$ cat config.mk
export PLATFORM = sky130hd
export DESIGN_NAME = status_word
export DESIGN_NICKNAME = d
export VERILOG_FILES = /design/src/rtl/psw_pkg.sv /design/src/rtl/psw_parity.sv /design/src/rtl/psw_flag_eval.sv /design/src/rtl/status_word.sv
export SDC_FILE = /design/constraint.sdc
export NUM_CORES = 1
export LEC_CHECK = 0
export ABC_AREA = 1
export BUFFER_PORTS_ARGS = -buffer_cell sky130_fd_sc_hd__buf_2
export CAP_MARGIN = 0
export CORE_MARGIN = 2
export CORE_UTILIZATION = 47
export DETAILED_ROUTE_END_ITERATION = 16
export PLACE_DENSITY = 0.87
export SYNTH_ARGS = -nofsm -noshare
export SYNTH_HDL_FRONTEND = slang
export SYNTH_HIERARCHICAL = 1
export SYNTH_SLANG_ARGS = --single-unit
$ cat constraint.sdc
create_clock -name clk -period 0.88 [get_ports clk]
set_input_delay 0.22 -clock clk [delete_from_list [all_inputs] [get_ports clk]]
set_output_delay 0.22 -clock clk [all_outputs]
set_load 0.02 [all_outputs]
$ cat src/rtl/psw_pkg.sv
package psw_pkg;
   typedef enum logic [1:0] {
      OPC_NONE  = 2'd0,
      OPC_ARITH = 2'd1,
      OPC_LOGIC = 2'd2,
      OPC_BIT   = 2'd3
   } op_class_e;

   // low byte flag positions
   localparam int unsigned FB_CY = 0;
   localparam int unsigned FB_PV = 2;
   localparam int unsigned FB_Z  = 6;
   localparam int unsigned FB_S  = 7;
endpackage

$ cat src/rtl/psw_parity.sv
module psw_parity #(
   parameter int unsigned W        = 16,
   parameter bit          USE_TREE = 1'b1
) (
   input  logic [W-1:0] vec,
   output logic         even
);
   generate
      if (USE_TREE) begin : g_tree
         localparam int unsigned HALF = W / 2;
         logic [HALF-1:0] pair;
         logic            odd;
         always_comb begin
            for (int i = 0; i < HALF; i++) pair[i] = vec[2*i] ^ vec[2*i+1];
            odd = ^pair;
            if (W % 2 == 1) odd = odd ^ vec[W-1];
         end
         assign even = ~odd;
      end else begin : g_flat
         assign even = ~(^vec);
      end
   endgenerate
endmodule

$ cat src/rtl/psw_flag_eval.sv
module psw_flag_eval
   import psw_pkg::*;
#(
   parameter int unsigned DATA_W = 16,
   parameter int unsigned BYTE_W = 8
) (
   input  logic              op_valid,
   input  logic [1:0]        op_class,
   input  logic              op_word,
   input  logic [DATA_W-1:0] result,
   input  logic              alu_carry,
   input  logic              alu_ovf,
   input  logic              bit_val,
   input  logic [BYTE_W-1:0] cur_low,
   output logic              upd,
   output logic [BYTE_W-1:0] nxt_low
);
   logic [DATA_W-1:0] examined;
   logic              even_par;
   logic              msb;
   op_class_e         cls;

   assign cls      = op_class_e'(op_class);
   assign examined = op_word ? result : {{(DATA_W-BYTE_W){1'b0}}, result[BYTE_W-1:0]};
   assign msb      = op_word ? result[DATA_W-1] : result[BYTE_W-1];

   psw_parity #(.W(DATA_W), .USE_TREE(1'b1)) u_par (
      .vec  (examined),
      .even (even_par)
   );

   always_comb begin
      nxt_low = cur_low;
      upd     = op_valid && (cls != OPC_NONE);
      unique case (cls)
         OPC_ARITH: begin
            nxt_low[FB_CY] = alu_carry;
            nxt_low[FB_Z]  = (examined == '0);
            nxt_low[FB_S]  = msb;
            nxt_low[FB_PV] = alu_ovf;
         end
         OPC_LOGIC: begin
            nxt_low[FB_Z]  = (examined == '0);
            nxt_low[FB_S]  = msb;
            nxt_low[FB_PV] = even_par;
         end
         OPC_BIT:   nxt_low[FB_CY] = bit_val;
         default:   ;
      endcase
   end
endmodule

$ cat src/rtl/status_word.sv
module status_word
   import psw_pkg::*;
#(
   parameter int unsigned DATA_W = 16,
   parameter int unsigned BYTE_W = 8,
   parameter int unsigned RSV_LO = 8,
   parameter int unsigned RSV_HI = 11
) (
   input  logic              clk,
   input  logic              rst_n,
   input  logic              op_valid,
   input  logic [1:0]        op_class,
   input  logic              op_word,
   input  logic [15:0]       result,
   input  logic              alu_carry,
   input  logic              alu_ovf,
   input  logic              bit_val,
   input  logic              wr_hi,
   input  logic              wr_lo,
   input  logic [7:0]        wr_data,
   input  logic              restore,
   input  logic [15:0]       restore_data,
   output logic [15:0]       psw_q
);
   localparam int unsigned LANES = DATA_W / BYTE_W;
   localparam logic [DATA_W-1:0] KEEP_MASK =
      ~((({DATA_W{1'b1}}) << RSV_LO) & ~(({DATA_W{1'b1}}) << (RSV_HI + 1)));

   generate
      if (DATA_W != 2 * BYTE_W || DATA_W != 16) begin : g_bad_width
         $error("status_word: DATA_W must be 16 and twice BYTE_W");
      end
      if (RSV_HI < RSV_LO || RSV_HI >= DATA_W) begin : g_bad_rsv
         $error("status_word: reserved field out of range");
      end
   endgenerate

   logic [DATA_W-1:0] q;
   logic              flag_upd;
   logic [BYTE_W-1:0] flag_nxt;
   logic [LANES-1:0]  lane_wr;
   logic [LANES-1:0]  lane_upd;
   logic [BYTE_W-1:0] lane_nxt [LANES];

   psw_flag_eval #(.DATA_W(DATA_W), .BYTE_W(BYTE_W)) u_eval (
      .op_valid  (op_valid),
      .op_class  (op_class),
      .op_word   (op_word),
      .result    (result),
      .alu_carry (alu_carry),
      .alu_ovf   (alu_ovf),
      .bit_val   (bit_val),
      .cur_low   (q[BYTE_W-1:0]),
      .upd       (flag_upd),
      .nxt_low   (flag_nxt)
   );

   assign lane_wr = {wr_hi, wr_lo};

   genvar l;
   generate
      for (l = 0; l < LANES; l++) begin : g_lane
         if (l == 0) begin : g_flags
            assign lane_upd[l] = flag_upd;
            assign lane_nxt[l] = flag_nxt;
         end else begin : g_plain
            assign lane_upd[l] = 1'b0;
            assign lane_nxt[l] = q[l*BYTE_W +: BYTE_W];
         end

         always_ff @(posedge clk or negedge rst_n) begin
            if (!rst_n)
               q[l*BYTE_W +: BYTE_W] <= '0;
            else if (restore)
               q[l*BYTE_W +: BYTE_W] <= restore_data[l*BYTE_W +: BYTE_W]
                                        & KEEP_MASK[l*BYTE_W +: BYTE_W];
            else if (lane_wr[l])
               q[l*BYTE_W +: BYTE_W] <= wr_data & KEEP_MASK[l*BYTE_W +: BYTE_W];
            else if (lane_upd[l])
               q[l*BYTE_W +: BYTE_W] <= lane_nxt[l];
         end
      end
   endgenerate

   assign psw_q = q;

   // ---------------- assertions ----------------
   p_restore_r9: assert property (@(posedge clk) disable iff (!rst_n)
      restore |=> psw_q == ($past(restore_data) & KEEP_MASK));

   p_reserved_zero_r11: assert property (@(posedge clk) disable iff (!rst_n)
      psw_q[RSV_HI:RSV_LO] == '0);

   p_bit_acc_r6: assert property (@(posedge clk) disable iff (!rst_n)
      (op_valid && op_class == 2'd3 && !restore && !wr_lo)
      |=> psw_q[FB_CY] == $past(bit_val));

   p_arith_carry_r1: assert property (@(posedge clk) disable iff (!rst_n)
      (op_valid && op_class == 2'd1 && !restore && !wr_lo)
      |=> psw_q[FB_CY] == $past(alu_carry));

   p_low_write_wins_r8: assert property (@(posedge clk) disable iff (!rst_n)
      (wr_lo && !restore) |=> psw_q[7:0] == $past(wr_data));

   p_idle_hold_r7: assert property (@(posedge clk) disable iff (!rst_n)
      (!restore && !wr_lo && !wr_hi && (!op_valid || op_class == 2'd0))
      |=> $stable(psw_q));
endmodule

Yosys cells after proc, flatten, opt, wreduce, memory -nomap -nowiden
Index checks and enable logic that the tools add are counted.

word-level totals
  output and inout bits = 16
  bits in read-only memories = 0
  memories kept = 0
  bits in writable memories = 0
  latch bits = 0
  flip-flop bits (word level) = 16

operators by class
  $add $sub $neg = 0
  multiplexer cells = 10
  divide/modulo/power cells = 0
  equal/unequal tests = 3
  shift operators = 0
  $mul = 0
  bitwise gates (word level) = 9
  reductions and logical operators = 14
  $lt $le $gt $ge = 0

operators by type and width
  operator              number
  $mux W8               5
  $logic_not A16 Y1     1
  $mux W16              1
  $reduce_bool A4 Y1    2
  $reduce_xor A8 Y1     1
  $xor A1 B1 Y1         8
  $reduce_and A2 Y1     3
  $reduce_bool A2 Y1    3
  $reduce_bool A3 Y1    2
  $eq A2 B2 Y1 const B  2
  $pmux W1 S2           2
  $eq A2 B1 Y1 const B  1
  $mux W2               1
  $reduce_or A2 Y1      1
  $logic_and A1 B1 Y1   1
  $mux W1               1
  $not A1 Y1            1

Depth between registers and ports, before layout
Gate-level depths: netlist of run 1.

  word-level depth = 8
  depth in mapped cells = 19
  gate-level depth less buffers = 18

Cells and area by module
Netlist of run 1, hierarchy kept.

modules (own cells, without submodules)
  module         instances  cells an instance  seq. area each (µm²)  area each (µm²)
  status_word    1          98                 300.3                 720.7
  psw_parity     1          105                0.0                   412.9
  psw_flag_eval  1          65                 0.0                   330.3

Least setup slack after synthesis of run 1
No wires, ideal clock.

  path kind = input to register
  start = input port op_word
  end = register q[2] (netlist: psw_q[2])
  setup time = 0.117 ns
  data required time = 0.763 ns
  data arrival time = 1.349 ns
  path slack = -0.587 ns
  cell stages on the path = 19
  cell sequence = buf_6 > nand2_1 > inv_1 > inv_1 > nand2_1 > nand2_2 > nand2_1 > nand2_1 > inv_1 > nand2_1 > nand2_1 > nand2_1 > nand2_1 > a21oi_1 > a21oi_1 > nand2_1 > nand3_1 > nand3_1 > nand2_1

on the way
  word-level cells in the longest chain between the ends = 8
  elaborated cells between the ends (all ways) = 11
  those cells by class = mux: 5; bitwise: 5; reduce/logical: 1

RTL lines
  item                            RTL line             source
  start: declaration              status_word.sv:13    input logic op_word,
  $mux W16                        psw_flag_eval.sv:24  assign examined = op_word ? result : {{(DATA_W-BYTE_W){1'b0}}, result[BYTE_W-1:0]};
  via u_eval.examined[15]         psw_flag_eval.sv:18  logic [DATA_W-1:0] examined;
  $xor A1 B1 Y1                   psw_parity.sv:14     for (int i = 0; i < HALF; i++) pair[i] = vec[2*i] ^ vec[2*i+1];
  $reduce_xor A8 Y1               psw_parity.sv:15     odd = ^pair;
  $not A1 Y1                      psw_parity.sv:18     assign even = ~odd;
  via u_eval.even_par             psw_flag_eval.sv:19  logic even_par;
  $pmux W1 S2                     psw_flag_eval.sv:35  unique case (cls)
  via flag_nxt[2]                 status_word.sv:40    logic [BYTE_W-1:0] flag_nxt;
  $mux W8                         status_word.sv:79    else if (lane_upd[l])
  $mux W8                         status_word.sv:77    else if (lane_wr[l])
  $mux W8                         status_word.sv:74    else if (restore)
  end signal: indexed assignment  status_word.sv:75    q[l*BYTE_W +: BYTE_W] <= restore_data[l*BYTE_W +: BYTE_W]
  end signal: indexed assignment  status_word.sv:78    q[l*BYTE_W +: BYTE_W] <= wr_data & KEEP_MASK[l*BYTE_W +: BYTE_W];
  end signal: indexed assignment  status_word.sv:80    q[l*BYTE_W +: BYTE_W] <= lane_nxt[l];
  end: declaration                status_word.sv:38    logic [DATA_W-1:0] q;

The timed path passes the listed nets, and every way through them passes these cells. The select of a mux whose other input is x is not followed.
A chain may end at the register's enable or synchronous reset.

Final worst setup path of run 1
Same ends and word-level chain as after synthesis.

==> flow_metrics.env, run 1 <==
export IMPL_antenna_left=0
export IMPL_grt_overflow=0
export IMPL_drt_iter0_markers=99
export IMPL_core_area_mm2=0.003003
export IMPL_yosysTopAreaCellShare=0.3615
export IMPL_leakage_nw=1.371
export IMPL_path_cells="clkbuf_16, nand2_4, inv_2, inv_2, nand2_1, nand2_2, inv_2, nand2_2, nand2_1, nand2_1, nand2_1, nand2_1, nand2_1, a21oi_2, a21oi_2, nand2_1, nand3_2, nand3_2, nand2_1"
export IMPL_final_cell_count_no_fill=387
export IMPL_fp_dieH_um=59.81
export IMPL_fin_crit_ps=1320
export IMPL_critical_path_max_stage_delay_ps=130
export IMPL_clk_pin_slew_ps=80
export IMPL_largest_reg_flops=12
export IMPL_maxCapViolations=0
export IMPL_cp_start_kind="input pin"
export IMPL_portBuffers=59
export IMPL_syn_area_mm2=0.001464
export IMPL_grt_pass1_wl_mm=6.734
export IMPL_clock_root_buffer="clkbuf_4"
export IMPL_worstPathMaxFanout=5
export IMPL_drc=0
export IMPL_vias=1814
export IMPL_setup_viol_count_final=20
export IMPL_status="finished with violations"
export IMPL_ios=68
export IMPL_initial_core_util=0.4875
export IMPL_cts_tree="done"
export IMPL_dp_cells=370
export IMPL_rsz0062_at_grt="yes"
export IMPL_drv_slew=0
export IMPL_cts_htree_levels=1
export IMPL_totalWireLength_mm=4.471
export IMPL_synth_cell_type_count=23
export IMPL_drt_pass1_iterations=4
export IMPL_synth_seq_cells=12
export IMPL_syn_mean_instance_area_um2=5.462
export IMPL_power_density_mw_per_mm2=1034
export IMPL_rows=20
export IMPL_violations="negative setup slack"
export IMPL_cts_buffer_depth=2
export IMPL_worst_setup_path_end_kind="register"
export IMPL_fmax_ghz=0.7576
export IMPL_wl_per_cell_um=11.55
export IMPL_yosys_warnings=6
export IMPL_num_nets_final=411
export IMPL_netlist_instances=268
export IMPL_diodes=0
export IMPL_grt_pass1_vias=1747
export IMPL_path_class="input pin to register"
export IMPL_die_w_um=59.81
export IMPL_cp_required_ps=1050
export IMPL_hold_viol_final=0
export IMPL_numCtsBuffers=3
export IMPL_finalClockSkew_ps=0
export IMPL_crit_slowest_cell="clkbuf_16"
export IMPL_cp_common_cell="nand2_1"
export IMPL_grtUsageTotal=0.2471
export IMPL_drive_gt1_frac=0.4124
export IMPL_area_growth_pct=55.38
export IMPL_place_gp_congestion=0.8283
export IMPL_hold_class="input pin to register"
export IMPL_yosys_area_top_type="nand2_1"
export IMPL_peakVddDrop_v=0.0008695
export IMPL_viasPerCell=4.687
export IMPL_clkSinkCount=12
export IMPL_ys_top_cells_by_area="nand2_1 (36%), dfrtp_1 (21%), inv_1 (8.7%)"
export IMPL_fin_crit_sh=1.500
export IMPL_antenna_found_initial=0
export IMPL_clkLatencyLatePin_ps=280
export IMPL_setup_ws_ps=-439.9
export IMPL_dieArea_mm2=0.003577
export IMPL_place_hpwl_mm=3.042
export IMPL_yosysSeqAreaShare=0.2051
export IMPL_arrival_ps=1490
export IMPL_grt_max_degree=15
export IMPL_timing_hold_ws_ps=155.3
-- Yosys cell counts --
library cell and count:
nand2_1 141, o21ai_1 2, clkinv_2 1, nand3_1 25
buf_6 3, o211ai_1 1, nand3_2 1, nor2_1 9
o21ai_0 1, a21oi_1 2, nand2_4 2, conb_1 1
ha_1 4, buf_4 8, nor2_4 1, nor2_2 1
buf_2 1, or2_0 8, nand2_2 6, inv_2 3
inv_1 34, dfrtp_1 12, xnor2_1 1
-- path summary, 6_finish.rpt --
check / from / end / slack, ps / cells past startpoint
setup / recovery: op_word / psw_q[2]$_DFFE_PN0P_ / -440 / 19
hold / removal: restore_data[12] / psw_q[12]$_DFFE_PN0P_ / 160 / 3
setup reg to reg: psw_q[2]$_DFFE_PN0P_ / psw_q[2]$_DFFE_PN0P_ / -220 / 7
hold reg to reg: psw_q[15]$_DFFE_PN0P_ / psw_q[15]$_DFFE_PN0P_ / 540 / 2
max in group asynchronous: rst_n / psw_q[6]$_DFFE_PN0P_ / 310 / 2
min in group asynchronous: rst_n / psw_q[14]$_DFFE_PN0P_ / 350 / 2
-- cells in the final DEF (no fill, tap or decap), types with 12 or more instances in the layout --
cell type	n
buf_6	17
inv_1	21
nand2_2	18
dfrtp_1	12
nand2_1	126
nand3_1	21
buf_4	25
buf_2	44
inv_2	14
-- routing by layer --
layer  up-vias  share of wire  global-route usage  wire length, um
met1       793           0.41              0.2747             1824
met4         0          0.011              0.1143               50
li1        959              -                   -                -
met5         -              0                   0                0
met2        57           0.53              0.4550             2358
met3         5          0.053             0.03680              237
-- cell type report --
type,count,area [um^2]
sequential,12,300.3
timing repair buffer,91,689.4
fill,213,728.2
multi-input combinational,209,1045
tap,33,41.29
inverter,38,162.7
clock buffer,4,36.28
-- worst max-delay path: cells and delay by family --
kind / cells / cell delay (ps)
and+or+nand+nor: 13 / 810
buffers and inverters: 4 / 260
AOI/OAI and AO/OA: 2 / 190
-- through the flow --
step	area, um^2	TNS [ps]	util	power, W	setup WS (ps)
detailed placement	1906	-3970	0.6346	0.001578	-891.8
global placement	1906	-3552	0.6346	0.001549	-822.5
CTS	2170	-2742	0.7225	0.002212	-400.3
floorplan	1534	-1328	-	0.001271	-545.8
global route	2275	-3680	0.7575	0.002488	-579.7
finish	2275	-3014	0.7575	0.002353	-439.9
-- cells by family after synthesis --
group	count (synthesis)	share of synthesized area
AO/OA/AOI/OAI	6	0.02222
XOR/XNOR	1	0.005984
adder cells (fa/ha/maj)	4	0.03419
buffers and inverters	50	0.1658
flip-flops	12	0.2051
other	1	0.002562
AND/OR/NAND/NOR	194	0.5641
-- report_power, final --
part	internal (W)	switching (W)	leakage [nW]	total (W)
Combinational	0.000587	0.000635	1.21	0.00122
Sequential	0.000613	0.0000589	0.142	0.000672
Clock	0.000252	0.000206	0.0210	0.000458
Total	0.00145	0.000901	1.37	0.00235
-- what timing repair did --
item / CTS / global route
pin swaps: 14 / 13
endpoints found under the setup margin: 20 / 20
setup buffers: 7 / 4
gates cloned: 0 / 1
hold buffers: 1 / 0
resized for setup: 53 / 16
endpoints found under the hold margin: 12 / 0
Power figures use the tool's default switching activity.
==> run 2, diff against run 1 <==
--- a/config.mk
+++ b/config.mk
@@ -9,9 +9,9 @@
 export BUFFER_PORTS_ARGS = -buffer_cell sky130_fd_sc_hd__buf_2
 export CAP_MARGIN = 0
 export CORE_MARGIN = 2
-export CORE_UTILIZATION = 47
+export CORE_UTILIZATION = 30
 export DETAILED_ROUTE_END_ITERATION = 16
-export PLACE_DENSITY = 0.87
+export PLACE_DENSITY = 0.63
 export SYNTH_ARGS = -nofsm -noshare
 export SYNTH_HDL_FRONTEND = slang
 export SYNTH_HIERARCHICAL = 1
==> run 2 against run 1 <==
Clock skew did not move. Setup slack got worse by 7.5 ps. Critical path depth did not move. Highest routed layer unchanged. Combinational power barely moved. Via count fell by 3.5%. Wire length fell by 10%. The run still ends with negative setup slack left. Non-clock buffer count fell by 1. Clock-buffer cell count did not move. Power rose by 7.2%.
==> flow_metrics.env, run 2 (synthesis gave the netlist of run 1 again) <==
export IMPL_hold_viol_final=0
export IMPL_area_growth_pct=66.15
export IMPL_dieArea_mm2=0.005455
export IMPL_place_gp_congestion=0.7643
export IMPL_drv_slew=0
export IMPL_antenna_left=0
export IMPL_maxCapViolations=0
export IMPL_power_density_mw_per_mm2=1036
export IMPL_cts_htree_levels=1
export IMPL_largest_reg_flops=12
export IMPL_pwr_share_seq=0.265
export IMPL_grt_overflow=0
export IMPL_ios=68
export IMPL_drc=0
export IMPL_drive_gt1_frac=0.4476
export IMPL_grt_pass1_wl_mm=6.693
export IMPL_hold_class="input pin to register"
export IMPL_vias=1751
export IMPL_initial_core_util=0.3099
export IMPL_drt_iter0_markers=27
export IMPL_clkSinkCount=12
export IMPL_diodes=0
export IMPL_clock_root_buffer="clkbuf_8"
export IMPL_core_area_mm2=0.004723
export IMPL_leakage_nw=1.395
export IMPL_violations="negative setup slack"
export IMPL_wl_per_cell_um=9.571
export IMPL_clockPowerShare=0.241
export IMPL_fin_crit_ps=1327
export IMPL_setup_ws_ps=-447.3
export IMPL_viasPerCell=4.169
export IMPL_finalClockSkew_ps=0
export IMPL_fp_dieH_um=73.86
export IMPL_worst_setup_path_end_kind="register"
export IMPL_p_switching_w=0.0008947
export IMPL_numCtsBuffers=3
export IMPL_arrival_ps=1500
export IMPL_grtUsageTotal=0.1511
export IMPL_path_class="input pin to register"
export IMPL_layout_commonest_cell="nand2_1"
export IMPL_fmax_ghz=0.7534
export IMPL_totalWireLength_mm=4.020
export IMPL_cts_buffer_depth=2
export IMPL_dp_cells=402
export IMPL_fin_crit_sh=1.508
export IMPL_rsz0062_at_grt="yes"
export IMPL_worstPathMaxFanout=6
export IMPL_cts_tree="done"
export IMPL_p_sw_frac=0.3549
export IMPL_grt_pass1_vias=1646
export IMPL_status="finished with violations"
export IMPL_timing_hold_ws_ps=188.5
export IMPL_peakVddDrop_v=0.0005449
export IMPL_rows=25
export IMPL_num_nets_final=410
export IMPL_intPower_w=0.001626
export IMPL_cp_required_ps=1050
export IMPL_clk_pin_slew_ps=60
export IMPL_final_cell_count_no_fill=420
export IMPL_antenna_found_initial=0
export IMPL_cp_start_kind="input pin"
export IMPL_pwr_share_comb=0.493
export IMPL_grt_max_degree=13
export IMPL_portBuffers=59
export IMPL_die_w_um=73.86
export IMPL_final_cell_mix="nand2_1 (115), buf_2 (42), nand3_1 (24), nand2_2 (24), buf_6 (21)"
export IMPL_setup_viol_count_final=16
export IMPL_place_hpwl_mm=3.153
export IMPL_clkLatencyLatePin_ps=240
export IMPL_drt_pass1_iterations=4
export IMPL_utilization=0.5150
[run 2: cell types whose count changed in the layout (fill, tap and decap cells not counted), moves of 4 or more]
cell     previous run  this run
buf_4              25        20
nand2_4             5         9
nand2_2            18        24
inv_1              21        15
nand2_1           126       115
buf_6              17        21
inv_4               1         6
[run 2: power groups by stage]
stage                     Combinational, W  Sequential, W  Clock, W
final                              0.00124       0.000669  0.000608
after global routing               0.00138       0.000677  0.000648
after CTS                          0.00119       0.000667  0.000620
after detailed placement          0.000922       0.000666         0
after global placement            0.000908       0.000664         0
after floorplan                   0.000528       0.000743         0
[run 2: path summary, 6_finish.rpt]
check | startpoint | to | slack, ps | cells past startpoint
min in group asynchronous | rst_n | psw_q[0]$_DFFE_PN0P_ | 410 | 2
worst max register to register | psw_q[0]$_DFFE_PN0P_ | psw_q[0]$_DFFE_PN0P_ | -90 | 6
worst max-delay path | op_word | psw_q[2]$_DFFE_PN0P_ | -450 | 19
worst min register to register | psw_q[12]$_DFFE_PN0P_ | psw_q[12]$_DFFE_PN0P_ | 510 | 2
max in group asynchronous | rst_n | psw_q[2]$_DFFE_PN0P_ | 240 | 2
worst min-delay path | restore_data[15] | psw_q[15]$_DFFE_PN0P_ | 190 | 3
[run 2: final cells by class]
| class | instances | area, um^2 |
|---|---|---|
| clock buffer | 4 | 55.05 |
| timing repair buffer | 90 | 729.5 |
| multi-input combinational | 209 | 1087 |
| inverter | 38 | 176.4 |
| fill | 479 | 2291 |
| tap | 67 | 83.83 |
| sequential | 12 | 300.3 |
[run 2: per-stage QoR]
| stage | setup TNS (ps) | area (um^2) | power [W] | setup slack (ps) |
|---|---|---|---|---|
| floorplan | -1328 | 1534 | 0.001271 | -545.8 |
| global placement | -3715 | 1958 | 0.001572 | -810.6 |
| detailed placement | -3959 | 1958 | 0.001588 | -890.9 |
| CTS | -2379 | 2349 | 0.002474 | -454.3 |
| global route | -3272 | 2432 | 0.002707 | -589.6 |
| finish | -2324 | 2432 | 0.002521 | -447.3 |
[run 2: worst max-delay path: stages]
cell and delay [ps]:
buf_12 120, nand2_4 50, inv_2 50, inv_2 30, nand2_2 70, nand2_4 80, inv_4 70, nand2_1 50
nand2_1 60, nand2_1 50, nand2_1 70, nand2_1 50, nand2_1 70, a21oi_2 50, a21oi_1 140, nand2_1 70
nand3_1 70, nand3_1 70, nand2_1 60
[run 2: repair_timing]
action,in CTS,in global routing
pin swaps,35,29
buffers inserted,10,2
endpoints found under the setup margin,20,20
cloned,1,0
hold buffers,1,0
endpoints found under the hold margin,12,0
resized for setup,76,23
[run 2: per-layer routing]
metal  up-vias  routed length, um  GRT usage
li1        963                  -          -
met1       756               1839     0.2002
met2        30               2073     0.2688
met3         2                 87    0.01097
met4         0                 19    0.02828
met5         -                  0          0
